[src/rtl/ipg_pkg.sv]
package ipg_pkg;

    localparam logic [3:0] CODE_WIN = 4'hF;

    localparam logic [1:0] CFG_MASK    = 2'd0;
    localparam logic [1:0] CFG_DISABLE = 2'd1;
    localparam logic [1:0] CFG_OVFCLR  = 2'd2;

    typedef struct packed {
        logic [3:0]  id;
        logic [3:0]  code;
        logic [6:0]  rsvd;
        logic        rw;
        logic [15:0] addr;
    } frame_t;

    function automatic logic [3:0] sig_code(input int idx);
        return 4'(idx + 1);
    endfunction

endpackage

[src/rtl/ipg_access_gate.sv]
module ipg_access_gate #(
    parameter int AW       = 8,
    parameter int WIN_BASE = 0,
    parameter int WIN_SIZE = 16
) (
    input  logic          clk,
    input  logic          rst,
    input  logic          disable_on,
    input  logic          req_valid,
    input  logic          req_we,
    input  logic [AW-1:0] req_addr,
    output logic          fwd_valid,
    output logic          fwd_we,
    output logic [AW-1:0] fwd_addr,
    output logic          req_err,
    output logic          win_hit
);
    localparam logic [AW:0] BASE_X = (AW+1)'(WIN_BASE);
    localparam logic [AW:0] SIZE_X = (AW+1)'(WIN_SIZE);

    logic [AW:0] offset;
    logic        in_win;
    logic        blocked;
    logic        err_q;

    // unsigned wrap turns addresses below the base into huge offsets
    assign offset    = {1'b0, req_addr} - BASE_X;
    assign in_win    = offset < SIZE_X;
    assign win_hit   = req_valid & in_win;
    assign blocked   = win_hit & disable_on;
    assign fwd_valid = req_valid & ~blocked;
    assign fwd_we    = req_we;
    assign fwd_addr  = req_addr;

    always_ff @(posedge clk) begin
        if (rst) err_q <= 1'b0;
        else     err_q <= blocked;
    end

    assign req_err = err_q;
endmodule

[src/rtl/ipg_event_detect.sv]
module ipg_event_detect
    import ipg_pkg::*;
#(
    parameter int         NSIG    = 8,
    parameter int         AW      = 8,
    parameter logic [3:0] WRAP_ID = 4'h3
) (
    input  logic          clk,
    input  logic          rst,
    input  logic [NSIG:0] mask,
    input  logic [NSIG-1:0] mon_sig,
    input  logic          win_hit,
    input  logic          req_we,
    input  logic [AW-1:0] req_addr,
    output logic          ev_valid,
    output frame_t        ev_frame
);
    logic [NSIG-1:0] mon_q;
    logic [NSIG-1:0] rise;

    for (genvar g = 0; g < NSIG; g++) begin : g_edge
        always_ff @(posedge clk) begin
            if (rst) mon_q[g] <= 1'b0;
            else     mon_q[g] <= mon_sig[g];
        end
        assign rise[g] = mon_sig[g] & ~mon_q[g] & mask[g];
    end

    logic win_ev;
    assign win_ev = win_hit & mask[NSIG];

    always_comb begin
        ev_frame      = '0;
        ev_frame.id   = WRAP_ID;
        ev_valid      = win_ev | (|rise);
        if (win_ev) begin
            ev_frame.code = CODE_WIN;
            ev_frame.rw   = req_we;
            ev_frame.addr = 16'(req_addr);
        end else begin
            for (int i = NSIG - 1; i >= 0; i--) begin
                if (rise[i]) ev_frame.code = sig_code(i);
            end
        end
    end
endmodule

[src/rtl/ipg_frame_buf.sv]
module ipg_frame_buf
    import ipg_pkg::*;
(
    input  logic        clk,
    input  logic        rst,
    input  logic        ev_valid,
    input  frame_t      ev_frame,
    input  logic        eng_rd,
    input  logic        ovf_clr,
    output logic        frm_flag,
    output logic [15:0] frm_word,
    output logic        frm_ovf
);
    frame_t held;
    logic   pend;
    logic   beat;
    logic   ovf_q;

    always_ff @(posedge clk) begin
        if (rst) begin
            held  <= '0;
            pend  <= 1'b0;
            beat  <= 1'b0;
            ovf_q <= 1'b0;
        end else begin
            if (pend) begin
                if (eng_rd) begin
                    if (beat) begin
                        pend <= 1'b0;
                        beat <= 1'b0;
                    end else begin
                        beat <= 1'b1;
                    end
                end
                if (ev_valid) ovf_q <= 1'b1;
            end else if (ev_valid) begin
                held <= ev_frame;
                pend <= 1'b1;
            end
            if (ovf_clr) ovf_q <= 1'b0;
        end
    end

    assign frm_flag = pend;
    assign frm_ovf  = ovf_q;
    assign frm_word = !pend ? 16'h0 : (beat ? held[31:16] : held[15:0]);
endmodule

[src/rtl/ipg_wrapper.sv]
module ipg_wrapper
    import ipg_pkg::*;
#(
    parameter int         NSIG     = 8,
    parameter int         AW       = 8,
    parameter int         WIN_BASE = 0,
    parameter int         WIN_SIZE = 16,
    parameter logic [3:0] WRAP_ID  = 4'h3
) (
    input  logic            clk,
    input  logic            rst,
    input  logic            cfg_we,
    input  logic [1:0]      cfg_addr,
    input  logic [15:0]     cfg_wdata,
    input  logic [NSIG-1:0] mon_sig,
    input  logic            req_valid,
    input  logic            req_we,
    input  logic [AW-1:0]   req_addr,
    output logic            fwd_valid,
    output logic            fwd_we,
    output logic [AW-1:0]   fwd_addr,
    output logic            req_err,
    input  logic            eng_rd,
    output logic            frm_flag,
    output logic [15:0]     frm_word,
    output logic            frm_ovf
);
    logic [NSIG:0] mask_q;
    logic          dis_q;
    logic          ovf_clr;
    logic          win_hit;
    logic          ev_valid;
    frame_t        ev_frame;

    always_ff @(posedge clk) begin
        if (rst) begin
            mask_q <= '0;
            dis_q  <= 1'b0;
        end else if (cfg_we) begin
            if (cfg_addr == CFG_MASK)    mask_q <= cfg_wdata[NSIG:0];
            if (cfg_addr == CFG_DISABLE) dis_q  <= cfg_wdata[0];
        end
    end

    assign ovf_clr = cfg_we && (cfg_addr == CFG_OVFCLR);

    ipg_access_gate #(.AW(AW), .WIN_BASE(WIN_BASE), .WIN_SIZE(WIN_SIZE)) u_gate (
        .clk(clk), .rst(rst), .disable_on(dis_q),
        .req_valid(req_valid), .req_we(req_we), .req_addr(req_addr),
        .fwd_valid(fwd_valid), .fwd_we(fwd_we), .fwd_addr(fwd_addr),
        .req_err(req_err), .win_hit(win_hit)
    );

    ipg_event_detect #(.NSIG(NSIG), .AW(AW), .WRAP_ID(WRAP_ID)) u_detect (
        .clk(clk), .rst(rst), .mask(mask_q), .mon_sig(mon_sig),
        .win_hit(win_hit), .req_we(req_we), .req_addr(req_addr),
        .ev_valid(ev_valid), .ev_frame(ev_frame)
    );

    ipg_frame_buf u_buf (
        .clk(clk), .rst(rst), .ev_valid(ev_valid), .ev_frame(ev_frame),
        .eng_rd(eng_rd), .ovf_clr(ovf_clr),
        .frm_flag(frm_flag), .frm_word(frm_word), .frm_ovf(frm_ovf)
    );
endmodule

[config.mk]
export PLATFORM = sky130hd
export DESIGN_NAME = ipg_wrapper
export DESIGN_NICKNAME = d
export VERILOG_FILES = /design/src/rtl/ipg_pkg.sv /design/src/rtl/ipg_access_gate.sv /design/src/rtl/ipg_event_detect.sv /design/src/rtl/ipg_frame_buf.sv /design/src/rtl/ipg_wrapper.sv
export SDC_FILE = /design/constraint.sdc
export NUM_CORES = 1
export LEC_CHECK = 0
export ABC_CLOCK_PERIOD_IN_PS = 2220
export BUFFER_PORTS_ARGS = -buffer_cell sky130_fd_sc_hd__buf_4
export CAP_MARGIN = 10
export CORE_MARGIN = 2
export CORE_UTILIZATION = 51
export CTS_CLUSTER_DIAMETER = 100
export DETAILED_ROUTE_END_ITERATION = 7
export MAX_ROUTING_LAYER = met4
export PLACE_DENSITY = 0.88
export SLEW_MARGIN = 20
export SYNTH_ARGS = -nofsm -noshare
export SYNTH_HDL_FRONTEND = slang
export SYNTH_SLANG_ARGS = --single-unit
[constraint.sdc]
create_clock -name clk -period 2.22 [get_ports clk]
set_input_delay 0.333 -clock clk [delete_from_list [all_inputs] [get_ports clk]]
set_output_delay 0.333 -clock clk [all_outputs]
set_load 0.01 [all_outputs]
==> results.sh <==
export IMPL_final_common_cell="buf_4"
export IMPL_power_total_w=0.00119
export IMPL_core_area_um2=3050
export IMPL_wl_um=3170
export IMPL_start_kind="register"
export IMPL_skew_ns=0.0138
export IMPL_avgSynthCellArea_um2=9.47
export IMPL_nNetsFinal=262
export IMPL_clock_root_buffer="clkbuf_4"
export IMPL_rows=20
export IMPL_ys_ff_latch=36
export IMPL_syn_inst=173
export IMPL_start_util=0.537
export IMPL_syn_area_um2=1640
export IMPL_first_iter_violations=53
export IMPL_arrival_ns=1.38
export IMPL_grt_pass1_wl_um=5180
export IMPL_fin_cells=266
export IMPL_ant_nets=0
export IMPL_finalHoldWorstSlack_ns=0.207
export IMPL_syn_to_final_growth_pct=26.4
export IMPL_synth_edff_count=0
export IMPL_status="finished, final reports clean"
export IMPL_crit_type="reg2out"
export IMPL_p_per_area_nw_per_um2=575
export IMPL_critical_path_max_fanout=9
export IMPL_r2r_end="u_buf.held[4]$_SDFFE_PP0P_"
export IMPL_final_util=0.679
export IMPL_p_leak_nw=0.908
export IMPL_final_cell_mix="buf_4 (61), dfxtp_1 (36), nor2_1 (21)"
export IMPL_setup_viol=0
export IMPL_die_x_um=60.7
export IMPL_ys_seq_area_frac=0.440
export IMPL_clock_latency_ns=0.35
export IMPL_place_congestion=0.741
export IMPL_num_vias=1314
export IMPL_max_freq_ghz=0.585
export IMPL_grt_max_degree=34
export IMPL_io_pins=69
export IMPL_min_from="mon_sig[2]"
export IMPL_cts_setup_buffers=0
export IMPL_critPathRequiredTime_ns=1.89
export IMPL_cts_resized=0
export IMPL_critPathCaptureType="output pin"
export IMPL_grt_pass1_vias=1179
export IMPL_fill_cells=283
export IMPL_hold_end="u_detect.mon_q[2]$_SDFF_PP0_"
export IMPL_tightest_slew_ns=0.507
export IMPL_synthArstFlopShare=0
export IMPL_hold_buffers=0
export IMPL_fin_crit_ns=1.71
export IMPL_finalCritPeriodShare=0.771
export IMPL_r2r_setup_slack_ns=0.52
export IMPL_track_usage=0.198
export IMPL_synthDistinctLibCells=33
export IMPL_place_hpwl_um=2400
export IMPL_timing_rr_start="u_detect.mon_q[1]$_SDFF_PP0_"
export IMPL_tritoncts="built"
export IMPL_dr_pass1_iters=5
export IMPL_drc=0
export IMPL_synth_flop_cell="dfxtp_1"
export IMPL_antenna_found_initial=0
export IMPL_io_buffer_count=59
export IMPL_maxCapViolations=0
export IMPL_drv_slew=0
export IMPL_dp_cells=259
export IMPL_cts_buffers=5
export IMPL_drive_gt1_frac=0.329
export IMPL_cts_htree_levels=2
export IMPL_cts_sinks=36
export IMPL_via_per_inst=4.94
export IMPL_clk_path_buf_depth=2
export IMPL_antenna_cells=0
export IMPL_holdPathStages=2
export IMPL_post_drt_wl_per_cell_um=11.9
export IMPL_hold_viol_final=0
export IMPL_max_slew_margin=0.661
export IMPL_fin_setup_tns_ns=0
export IMPL_die_h_um=60.7
export IMPL_clk_pin_slew_ns=0.11
export IMPL_ir_worst_vdd_mv=0.364
export IMPL_r2r_cells=5
export IMPL_grt_overflow=0
export IMPL_yosys_warnings=0
export IMPL_rsz0062_at_grt="no"
export IMPL_min_path_type="in2reg"
export IMPL_dieArea_um2=3680
[final cells by class]
cell class / count / area [µm²] / area share
Multi-Input combinational cell: 116 / 785 / 0.379
Sequential cell: 36 / 721 / 0.348
Timing Repair Buffer: 61 / 458 / 0.221
Tap cell: 44 / 55.1 / 0.0266
Clock buffer: 6 / 41.3 / 0.0199
Inverter: 2 / 7.51 / 0.00362
Clock inverter: 1 / 5.00 / 0.00242
[how the worst max path moves through the flow]
stage,from,end,slack [ns],cells past startpoint
2_1_floorplan,req_addr[7],u_buf.held[0]$_SDFFE_PP0P_,0.68,6
3_3_place_gp,req_addr[7],u_buf.held[6]$_SDFFE_PP0P_,0.30,6
3_5_place_dp,req_addr[7],u_buf.held[4]$_SDFFE_PP0P_,0.28,6
4_1_cts,u_buf.beat$_SDFFE_PP0P_,frm_word[3],0.47,3
5_1_grt,mask_q[1]$_SDFFE_PP0P_,u_buf.held[5]$_SDFFE_PP0P_,0.33,5
6_report,u_buf.beat$_SDFFE_PP0P_,frm_word[3],0.51,3
[registers in the layout (all words and copies together) (netlist names)]
register	cells
u_buf.held	14
mask_q	9
u_detect.mon_q	8
dis_q	1
u_buf.beat	1
u_buf.frm_flag	1
u_buf.frm_ovf	1
u_gate.req_err	1
[metrics by stage]
stage	area, µm²	setup slack [ns]
CTS	2070	0.470
global route	2070	0.332
global placement	2030	0.297
detailed placement	2030	0.284
floorplan	1640	0.679
finish	2070	0.509
[cell usage after synthesis (2+ instances only)]
cell,number,area [µm²]
clkbuf_1,5,18.8
nor2b_1,13,81.3
nand2_1,2,7.51
mux2i_1,11,110
a21oi_1,11,55.1
buf_4,12,90.1
nor2_1,21,78.8
nand2b_1,6,37.5
inv_1,2,7.51
nand3b_1,4,30.0
a311oi_1,2,17.5
dfxtp_1,36,721
nand3_1,8,40.0
and3_1,6,37.5
and2_1,12,75.1
and3b_1,4,35.0
buf_2,2,10.0
[kinds of logic after synthesis]
group,Yosys count,share of synthesized area
buffers and inverters,22,0.0840
AND/OR/NAND/NOR,81,0.289
AO/OA/AOI/OAI,21,0.112
XOR/XNOR,1,0.00534
multiplexers,11,0.0672
flip-flops,36,0.440
other,1,0.00229
[power by group]
part	switching [W]	internal, W
clock	0.000203	0.000116
combinational	0.0000885	0.0000962
sequential	0.0000143	0.000673
total	0.000305	0.000885
[worst max-delay path, stage by stage (launching register included)]
cell	delay (ns)
dfxtp_1	0.40
nor2b_1	0.32
and2_1	0.18
buf_4	0.12
[metal layers]
layer,wire (µm),up-vias,track usage
li1,-,671,-
met3,219,8,0.0661
met1,1370,593,0.223
met4,47,0,0.0745
met5,0,-,-
met2,1540,42,0.326
Power figures use the tool's default switching activity.
